File: config.mk
export PLATFORM = sky130hd
export DESIGN_NAME = ext_mem_strobe_seq
export DESIGN_NICKNAME = d
export VERILOG_FILES = /design/src/rtl/msq_pkg.sv /design/src/rtl/msq_phase.sv /design/src/rtl/msq_ctrl.sv /design/src/rtl/msq_bus.sv /design/src/rtl/ext_mem_strobe_seq.sv
export SDC_FILE = /design/constraint.sdc
export NUM_CORES = 1
export LEC_CHECK = 0
export BUFFER_PORTS_ARGS = -buffer_cell sky130_fd_sc_hd__buf_2
export CAP_MARGIN = 30
export CORE_MARGIN = 10
export CORE_UTILIZATION = 43
export DETAILED_ROUTE_END_ITERATION = 16
export PLACE_DENSITY = 0.76
export SYNTH_ARGS = -nofsm -noshare
export SYNTH_HDL_FRONTEND = slang
export SYNTH_HIERARCHICAL = 1
export SYNTH_SLANG_ARGS = --single-unit
export TNS_END_PERCENT = 1
File: constraint.sdc
create_clock -name clk -period 1.8 [get_ports clk]
set_input_delay 0.27 -clock clk [delete_from_list [all_inputs] [get_ports clk]]
set_output_delay 0.27 -clock clk [all_outputs]
set_load 0.01 [all_outputs]
File: src/rtl/msq_pkg.sv
package msq_pkg;
  typedef enum logic [1:0] {
    ST_IDLE   = 2'd0,
    ST_SETUP  = 2'd1,
    ST_STROBE = 2'd2,
    ST_HOLD   = 2'd3
  } seq_state_e;

  localparam int QUARTERS = 4;
  localparam int PH_W     = $clog2(QUARTERS);
endpackage

File: src/rtl/msq_phase.sv
module msq_phase
  import msq_pkg::*;
(
  input  logic            clk,
  input  logic            rst,
  output logic [PH_W-1:0] ph,
  output logic            last_q
);
  // Free-running quarter counter; quarter 0 marks the processor clock rising edge.
  always_ff @(posedge clk) begin
    if (rst) ph <= '0;
    else     ph <= ph + 1'b1;
  end

  assign last_q = (ph == PH_W'(QUARTERS - 1));
endmodule

File: src/rtl/msq_ctrl.sv
module msq_ctrl
  import msq_pkg::*;
#(
  parameter int WS_W = 3
) (
  input  logic            clk,
  input  logic            rst,
  input  logic            last_q,
  input  logic            req,
  input  logic [WS_W-1:0] req_ws,
  output logic            accept,
  output logic            go_low,
  output logic            go_high,
  output logic            done
);
  localparam int CNT_W = WS_W + 2;

  seq_state_e       st;
  logic [CNT_W-1:0] cnt;
  logic [WS_W-1:0]  ws_q;

  // accept only from idle and only in the last quarter of a processor cycle
  assign accept  = last_q && req && (st == ST_IDLE);
  assign go_low  = (st == ST_SETUP);
  assign go_high = (st == ST_STROBE) && (cnt == '0);
  assign done    = (st == ST_HOLD);

  always_ff @(posedge clk) begin
    if (rst) begin
      st   <= ST_IDLE;
      cnt  <= '0;
      ws_q <= '0;
    end else begin
      case (st)
        ST_IDLE: begin
          if (accept) begin
            st   <= ST_SETUP;
            ws_q <= req_ws;   // sampled once, at acceptance
          end
        end
        ST_SETUP: begin
          st  <= ST_STROBE;
          cnt <= {ws_q, 2'b01};   // 4*W + 1 -> strobe low for 4*W + 2 clocks
        end
        ST_STROBE: begin
          if (cnt == '0) st <= ST_HOLD;
          else           cnt <= cnt - 1'b1;
        end
        default: st <= ST_IDLE;
      endcase
    end
  end

  // the setup quarter always follows a last-quarter clock
  a_r10_setup_after_last: assert property (@(posedge clk) disable iff (rst)
    (st == ST_SETUP) |-> $past(last_q));

  // the down-counter only counts while the strobe is active
  a_r4_count_steps: assert property (@(posedge clk) disable iff (rst)
    ((st == ST_STROBE) && $past(st == ST_STROBE)) |-> (cnt == $past(cnt) - 1'b1));
endmodule

File: src/rtl/msq_bus.sv
module msq_bus #(
  parameter int ADDR_W = 14,
  parameter int DATA_W = 16,
  parameter int SPACES = 3,
  parameter int SP_W   = 2
) (
  input  logic              clk,
  input  logic              rst,
  input  logic              accept,
  input  logic              go_low,
  input  logic              go_high,
  input  logic              done,
  input  logic              req_we,
  input  logic [SP_W-1:0]   req_space,
  input  logic [ADDR_W-1:0] req_addr,
  input  logic [DATA_W-1:0] req_wdata,
  input  logic [DATA_W-1:0] d_in,
  output logic [ADDR_W-1:0] addr,
  output logic [SPACES-1:0] sel_n,
  output logic              rd_n,
  output logic              wr_n,
  output logic [DATA_W-1:0] d_out,
  output logic              d_oe,
  output logic [DATA_W-1:0] rdata,
  output logic              ack
);
  logic [SPACES-1:0] hit;
  logic              we_q;

  // space decode; the top select also takes every code above its index
  for (genvar g = 0; g < SPACES; g++) begin : g_dec
    if (g == SPACES - 1) begin : g_top
      assign hit[g] = (req_space >= SP_W'(g));
    end else begin : g_low
      assign hit[g] = (req_space == SP_W'(g));
    end
  end

  always_ff @(posedge clk) begin
    if (rst) begin
      addr  <= '0;
      sel_n <= '1;
      rd_n  <= 1'b1;
      wr_n  <= 1'b1;
      d_out <= '0;
      d_oe  <= 1'b0;
      rdata <= '0;
      ack   <= 1'b0;
      we_q  <= 1'b0;
    end else begin
      ack <= go_high;
      if (accept) begin
        addr  <= req_addr;
        sel_n <= ~hit;
        we_q  <= req_we;
        d_out <= req_wdata;
      end
      if (go_low) begin
        if (we_q) begin
          wr_n <= 1'b0;
          d_oe <= 1'b1;
        end else begin
          rd_n <= 1'b0;
        end
      end
      if (go_high) begin
        rd_n <= 1'b1;
        wr_n <= 1'b1;
        if (!we_q) rdata <= d_in;   // capture at the rising read edge
      end
      if (done) begin
        sel_n <= '1;
        d_oe  <= 1'b0;
      end
    end
  end

  // never more than one space select active
  a_r2_one_select: assert property (@(posedge clk) disable iff (rst)
    $onehot0(~sel_n));

  // the data bus is never driven during a read strobe
  a_r6_no_drive_on_read: assert property (@(posedge clk) disable iff (rst)
    d_oe |-> rd_n);
endmodule

File: src/rtl/ext_mem_strobe_seq.sv
module ext_mem_strobe_seq
  import msq_pkg::*;
#(
  parameter int ADDR_W = 14,
  parameter int DATA_W = 16,
  parameter int WS_W   = 3,
  parameter int SPACES = 3
) (
  input  logic                       clk,
  input  logic                       rst,
  input  logic                       req,
  input  logic                       req_we,
  input  logic [$clog2(SPACES)-1:0]  req_space,
  input  logic [ADDR_W-1:0]          req_addr,
  input  logic [DATA_W-1:0]          req_wdata,
  input  logic [WS_W-1:0]            req_ws,
  output logic                       ack,
  output logic [DATA_W-1:0]          rdata,
  output logic [ADDR_W-1:0]          mem_addr,
  output logic [SPACES-1:0]          mem_sel_n,
  output logic                       mem_rd_n,
  output logic                       mem_wr_n,
  output logic [DATA_W-1:0]          mem_d_out,
  output logic                       mem_d_oe,
  input  logic [DATA_W-1:0]          mem_d_in
);
  localparam int SP_W = $clog2(SPACES);
  localparam int LC_W = WS_W + 3;

  logic [PH_W-1:0] ph;
  logic            last_q;
  logic            accept, go_low, go_high, done;

  msq_phase u_phase (
    .clk    (clk),
    .rst    (rst),
    .ph     (ph),
    .last_q (last_q)
  );

  msq_ctrl #(.WS_W(WS_W)) u_ctrl (
    .clk     (clk),
    .rst     (rst),
    .last_q  (last_q),
    .req     (req),
    .req_ws  (req_ws),
    .accept  (accept),
    .go_low  (go_low),
    .go_high (go_high),
    .done    (done)
  );

  msq_bus #(
    .ADDR_W (ADDR_W),
    .DATA_W (DATA_W),
    .SPACES (SPACES),
    .SP_W   (SP_W)
  ) u_bus (
    .clk       (clk),
    .rst       (rst),
    .accept    (accept),
    .go_low    (go_low),
    .go_high   (go_high),
    .done      (done),
    .req_we    (req_we),
    .req_space (req_space),
    .req_addr  (req_addr),
    .req_wdata (req_wdata),
    .d_in      (mem_d_in),
    .addr      (mem_addr),
    .sel_n     (mem_sel_n),
    .rd_n      (mem_rd_n),
    .wr_n      (mem_wr_n),
    .d_out     (mem_d_out),
    .d_oe      (mem_d_oe),
    .rdata     (rdata),
    .ack       (ack)
  );

  // Pin-level window counters for the timing checks
  logic            strobe_hi;
  logic [LC_W-1:0] low_cnt;
  logic [1:0]      gap_cnt;
  logic [WS_W-1:0] ws_chk;

  assign strobe_hi = mem_rd_n && mem_wr_n;

  always_ff @(posedge clk) begin
    if (rst) begin
      low_cnt <= '0;
      gap_cnt <= 2'd3;
      ws_chk  <= '0;
    end else begin
      if (accept) ws_chk <= req_ws;
      if (strobe_hi) begin
        low_cnt <= '0;
        if (gap_cnt != 2'd3) gap_cnt <= gap_cnt + 1'b1;
      end else begin
        low_cnt <= low_cnt + 1'b1;
        gap_cnt <= '0;
      end
    end
  end

  // a strobe is never active without a space select, and never both strobes
  a_r2_strobe_needs_select: assert property (@(posedge clk) disable iff (rst)
    !strobe_hi |-> (mem_sel_n != '1 && (mem_rd_n || mem_wr_n)));

  // address and select settled for one clock before the strobe falls
  a_r3_setup: assert property (@(posedge clk) disable iff (rst)
    $fell(strobe_hi) |-> (mem_sel_n != '1 && $stable(mem_sel_n) && $stable(mem_addr)));

  // the strobe falls in quarter 1
  a_r3_fall_phase: assert property (@(posedge clk) disable iff (rst)
    $fell(strobe_hi) |-> (ph == PH_W'(1)));

  // strobe width matches the accepted wait-state count
  a_r4_width: assert property (@(posedge clk) disable iff (rst)
    $rose(strobe_hi) |-> (low_cnt == LC_W'({ws_chk, 2'b10})));

  // address and select held through the clock after the strobe rises
  a_r5_hold: assert property (@(posedge clk) disable iff (rst)
    $rose(strobe_hi) |-> (mem_sel_n != '1 && $stable(mem_addr) && $stable(mem_sel_n)));

  // bus released before any strobe falls, write data held one clock past WR
  a_r6_release_before_fall: assert property (@(posedge clk) disable iff (rst)
    $fell(strobe_hi) |-> !$past(mem_d_oe));
  a_r6_hold_after_wr: assert property (@(posedge clk) disable iff (rst)
    $rose(mem_wr_n) |-> mem_d_oe);
  a_r6_drop_after_hold: assert property (@(posedge clk) disable iff (rst)
    $rose(mem_wr_n) |=> !mem_d_oe);

  // acknowledge coincides with the strobe rising
  a_r7_ack_at_rise: assert property (@(posedge clk) disable iff (rst)
    ack |-> $rose(strobe_hi));

  // at least two high clocks between a rise and the next fall
  a_r9_gap: assert property (@(posedge clk) disable iff (rst)
    $fell(strobe_hi) |-> (gap_cnt >= 2'd2));
endmodule

# After elaboration in Yosys (flattened, before gate mapping)
# Index checks and enable logic that the tools add are counted.
totals:
  reg_bits: 66
  in_bits: 55
  out_inout_bits: 53
  word_cells: 46
classes:
  n_addsub: 2
  magnitude_cmp: 1
  n_eq_ne: 8
  muxes: 5
  bitwise_logic: 2
  reduce_logical: 15
ops:
  columns: ["operator", "count"]
  rows:
  - ["$reduce_and 2->1", 6]
  - ["$pmux 5 s2", 1]
  - ["$eq 2x2->1 const B", 3]
  - ["$ne 2x2->1 const B", 3]
  - ["$pmux 2 s3", 1]
  - ["$logic_not 5->1", 1]
  - ["$mux 5", 1]
  - ["$sub 5x1->5 const B", 1]
  - ["$eq 2x1->1 const B", 2]
  - ["$logic_not 2->1", 2]
  - ["$mux 2", 2]
  - ["$reduce_or 2->1", 2]
  - ["$logic_and 1x1->1", 3]
  - ["$not 3->3", 1]
  - ["$add 2x1->2 const B", 1]
  - ["$ge 2x2->1 const B", 1]
  - ["$reduce_bool 2->1", 1]
  - ["$not 1->1", 1]

# Longest topological paths before layout
logic_depth:
  word_depth: 5
  mapped_depth: 10
  depth_no_buf: 7

# By module
# Netlist, hierarchy kept.
modules_own_cells:
  columns: ["mod", "n_inst", "cells_each", "area_per_inst_um2", "seq_area_each_um2"]
  rows:
  - ["msq_bus", 1, 196, 1973.1, 1081.0]
  - ["msq_ctrl", 1, 63, 566.8, 200.2]
  - ["msq_phase", 1, 5, 62.6, 40.0]

# Worst setup path after synthesis
# Ideal clock, no wire load.
synth_path:
  path_kind: "reg2reg"
  start: "register u_ctrl.cnt[0]"
  end: "register u_bus.rdata[10]"
  setup_ns: 0.066
  arrival_ns: 1.782
  required_time_ns: 1.734
  slack_ns: -0.048
  path_stages_with_launch: 10
  path_buffers: 2
  period_less_slack_ns: 1.848
  path_cell_list: "dfxtp_1 > inv_1 > ha_1 > or4b_4 > nor2_1 > nor2b_1 > buf_4 > buf_6 > nand2_1 > a21oi_2"
synth_via:
  elab_chain_len: 3
synth_lines:
  columns: ["element", "line_no", "text"]
  rows:
  - ["start, declared", "msq_ctrl.sv:19", "logic [CNT_W-1:0] cnt;"]
  - ["start signal, assigned", "msq_ctrl.sv:43", "cnt <= {ws_q, 2'b01};"]
  - ["start signal, assigned", "msq_ctrl.sv:47", "else cnt <= cnt - 1'b1;"]
  - ["$logic_not 5->1", "msq_ctrl.sv:25", "assign go_high = (st == ST_STROBE) && (cnt == '0);"]
  - ["$logic_and 1x1->1", "msq_ctrl.sv:25", null]
  - ["named net go_high", "ext_mem_strobe_seq.sv:32", "logic accept, go_low, go_high, done;"]
  - ["$reduce_and 2->1 (no source line)", null, null]
  - ["end signal, assigned", "msq_bus.sv:69", "if (!we_q) rdata <= d_in;"]
  - ["end, declared", "msq_bus.sv:24", "output logic [DATA_W-1:0] rdata,"]
# The timed path passes the listed nets, and every way through them passes these cells.
# A chain may end at the register's enable or synchronous reset.

# Worst setup path in the final report
layout_path:
  start: "register u_ctrl.cnt[1]"
  end: "register u_bus.rdata[8]"
# Same word-level chain as after synthesis.

==> flow_metrics.env <==
export IMPL_status="finished clean"
export IMPL_syn_nets=325
export IMPL_synth_xor_area_share_pct=0
export IMPL_dieArea_um2=9560
export IMPL_fmax_mhz=564
export IMPL_gp_congestion=0.776
export IMPL_grt_pass1_wl_um=10800
export IMPL_maxSlewViolCount=0
export IMPL_postSynthCellCount=264
export IMPL_reg2regPathDepth=8
export IMPL_drv_cap=0
export IMPL_netlist_area_um2=2600
export IMPL_viasPerCell=4.86
export IMPL_tritoncts="built"
export IMPL_hold_path_class="input pin to flop"
export IMPL_fin_setup_tns_ns=0
export IMPL_critPathArrivalTime_ns=2.03
export IMPL_antenna_left=0
export IMPL_row_count=28
export IMPL_rrSetupSlack_ns=0.03
export IMPL_cp_start_kind="flop"
export IMPL_dp_hpwl_um=4990
export IMPL_worstPathRequired_ns=2.06
export IMPL_cts_root_buf="clkbuf_8"
export IMPL_netlist_cell_type_count=35
export IMPL_grt_max_degree=27
export IMPL_clkSinkCount=66
export IMPL_numCtsBuffers=9
export IMPL_reg2reg_from="u_ctrl/cnt[1]"
export IMPL_clk_insertion_delay_late_ns=0.32
export IMPL_drc=0
export IMPL_synthSimpleGateAreaFrac_pct=18.1
export IMPL_final_period_utilization_pct=98.5
export IMPL_die_y_um=97.8
export IMPL_htreeDepth=3
export IMPL_io_pin_count=108
export IMPL_clk_path_buf_depth=2
export IMPL_tightest_slew_ns=0.407
export IMPL_drive_above_1_share_pct=44.9
export IMPL_dpl_cell_count=444
export IMPL_layout_cells_non_filler=460
export IMPL_crit_end="u_bus/rdata[8]"
export IMPL_fp_coreArea_um2=5890
export IMPL_vdd_ir_drop_max_v=0.000552
export IMPL_p_per_area_nw_per_um2=973
export IMPL_grt_overflow=0
export IMPL_synth_edf_count=0
export IMPL_p_leak_nw=1.56
export IMPL_drt_iter0_drc=66
export IMPL_die_w_um=97.8
export IMPL_startpoint="u_ctrl/cnt[1]"
export IMPL_antenna_cells=0
export IMPL_crit_fanout=8
export IMPL_final_min_clock_period_ns=1.77
export IMPL_initial_core_util_pct=44.2
export IMPL_hold_buffers=0
export IMPL_wire_per_inst_um=14.5
export IMPL_grt_util_all_layers_pct=13.5
export IMPL_relSlewSlack_pct=72.8
export IMPL_antenna_found_initial=1
export IMPL_path_class="flop to flop"
export IMPL_critPathCaptureType="flop"
export IMPL_r2r_end="u_bus/rdata[8]"
export IMPL_synth_adder_area_share_pct=2.88
export IMPL_totalWireLength_um=6680
export IMPL_num_nets_final=443
export IMPL_area_growth_pct=35.3
export IMPL_synth_top_family_by_area="simple AND/OR/NAND/NOR gates"
export IMPL_synth_area_mux_share_pct=13.8
export IMPL_dr_pass1_iters=4
export IMPL_grt_setup_unrepaired="yes"
export IMPL_finClkSkew_ns=0.00740
export IMPL_synth_compound_area_share_pct=9.13
export IMPL_hold_violations=0
export IMPL_port_buffers=107
export IMPL_ys_flop_type="dfxtp_1"
export IMPL_path_clk_slew_ns=0.07
export IMPL_grt_pass1_vias=2220
export IMPL_ys_seq_area_share_pct=50.8
export IMPL_setup_viol=0
export IMPL_ys_seq_elements=66
export IMPL_vias=2237
export IMPL_async_flop_share_pct=0
export IMPL_avgSynthCellArea_um2=9.86
export IMPL_yosysWarnings=6
## cell type report
class	count	area, µm²
Tap cell	75	93.8
Sequential cell	66	1320
Timing Repair Buffer	122	697
Multi-Input combinational cell	175	1200
Fill cell	517	2360
Clock buffer	12	165
Clock inverter	2	12.5
Inverter	8	30.0
## metal layers
| metal | vias up | global-route usage, % | routed length [µm] |
|---|---|---|---|
| met1 | 1017 | 16.2 | 3000 |
| li1 | 1117 | - | - |
| met2 | 90 | 20.5 | 3030 |
| met5 | - | 0 | 10 |
| met3 | 11 | 5.85 | 552 |
| met4 | 2 | 6.04 | 80 |
## sequential cells by signal (all words and copies together) (netlist names)
signal	flops
u_phase/ph	2
u_bus/d_out	16
u_ctrl/ws_q	3
u_ctrl/cnt	5
u_bus/addr	14
u_bus/we_q	1
u_ctrl/st	2
u_bus/rd_n	1
u_bus/sel_n	3
u_bus/d_oe	1
u_bus/rdata	16
u_bus/ack	1
u_bus/wr_n	1
## where the power goes
group / internal, W / leakage [nW] / switching [W] / total [W]
combinational: 0.000351 / 0.938 / 0.000365 / 0.000716
clock: 0.000595 / 0.0903 / 0.000517 / 0.00111
sequential: 0.00154 / 0.534 / 0.0000550 / 0.00160
total: 0.00249 / 1.56 / 0.000937 / 0.00343
## synth_stat cells (2+ instances only)
master	count	area share (%)
o22ai_1	2	0.48
buf_6	2	0.87
nand4_1	2	0.48
nand2_1	30	4.3
nor3_1	2	0.38
a21oi_1	10	1.9
a21oi_2	10	3.4
inv_1	7	1.0
ha_1	6	2.9
mux2i_1	36	14
o31ai_1	2	0.58
nand3_1	3	0.58
clkbuf_1	3	0.43
nand2_2	10	2.4
a211o_1	2	0.67
nor2b_1	3	0.72
nor2_1	40	5.8
buf_4	5	1.4
dfxtp_1	66	51
buf_2	4	0.77
nand2b_1	5	1.2
## cell usage in the layout, fill, tap and decap left out, types with 2 or more instances in the layout
cell,instances
dfxtp_2,2
a21oi_1,8
ha_1,5
clkbuf_8,12
nand2b_1,5
buf_2,107
nand2_4,2
a211o_1,2
inv_2,2
dfxtp_1,64
o31ai_1,2
nand3_1,3
buf_4,10
nor2_1,39
nor2b_1,2
o22ai_1,2
mux2i_1,36
nand2_2,12
a21oi_2,12
nand2_1,26
inv_1,4
clkinv_1,2
nor3_1,2
nand4_1,2
buf_12,3
## timing repair
| item | in CTS | in global routing |
|---|---|---|
| setup endpoints to repair | 16 | 16 |
| hold endpoints to repair | 0 | 0 |
| pin swaps | 0 | 6 |
| setup buffers | 0 | 1 |
| gates cloned | 1 | 0 |
| gates resized for setup | 4 | 17 |
## logic make-up after synthesis
group | after synthesis
simple gates | 101
compound gates | 32
flops | 66
fa+ha+maj | 6
buf+inv | 23
mux | 36
## worst min path at each step
stage	end	start	slack [ns]	cells past startpoint
2_1_floorplan	u_phase/ph[1]	rst	0.34	1
3_3_place_gp	u_phase/ph[0]	u_phase/ph[0]	0.40	1
3_5_place_dp	u_phase/ph[0]	u_phase/ph[0]	0.41	1
4_1_cts	u_ctrl/ws_q[2]	req_ws[2]	0.16	3
5_1_grt	u_bus/rdata[1]	mem_d_in[1]	0.16	3
6_report	u_ctrl/ws_q[2]	req_ws[2]	0.17	3
## worst max-delay path, cell delays in order (launching register included)
cell	delay, ns
dfxtp_2	0.33
inv_2	0.07
ha_4	0.15
or4b_4	0.48
nor2_4	0.14
nor2b_4	0.19
buf_8	0.15
nand2_1	0.07
a21oi_2	0.11
## through the flow
stage	hold WS, ns	setup slack [ns]	total power (W)	cell area, µm²	util (%)
after floorplan	0.342	0.00531	0.00206	2610	-
after global placement	0.399	0.0400	0.00227	3260	55.4
after detailed placement	0.406	-0.0225	0.00229	3260	55.4
after CTS	0.155	0.00152	0.00342	3460	58.8
after global routing	0.156	-0.0520	0.00362	3520	59.8
final	0.175	0.0264	0.00343	3520	59.8
Power figures use the tool's default switching activity.
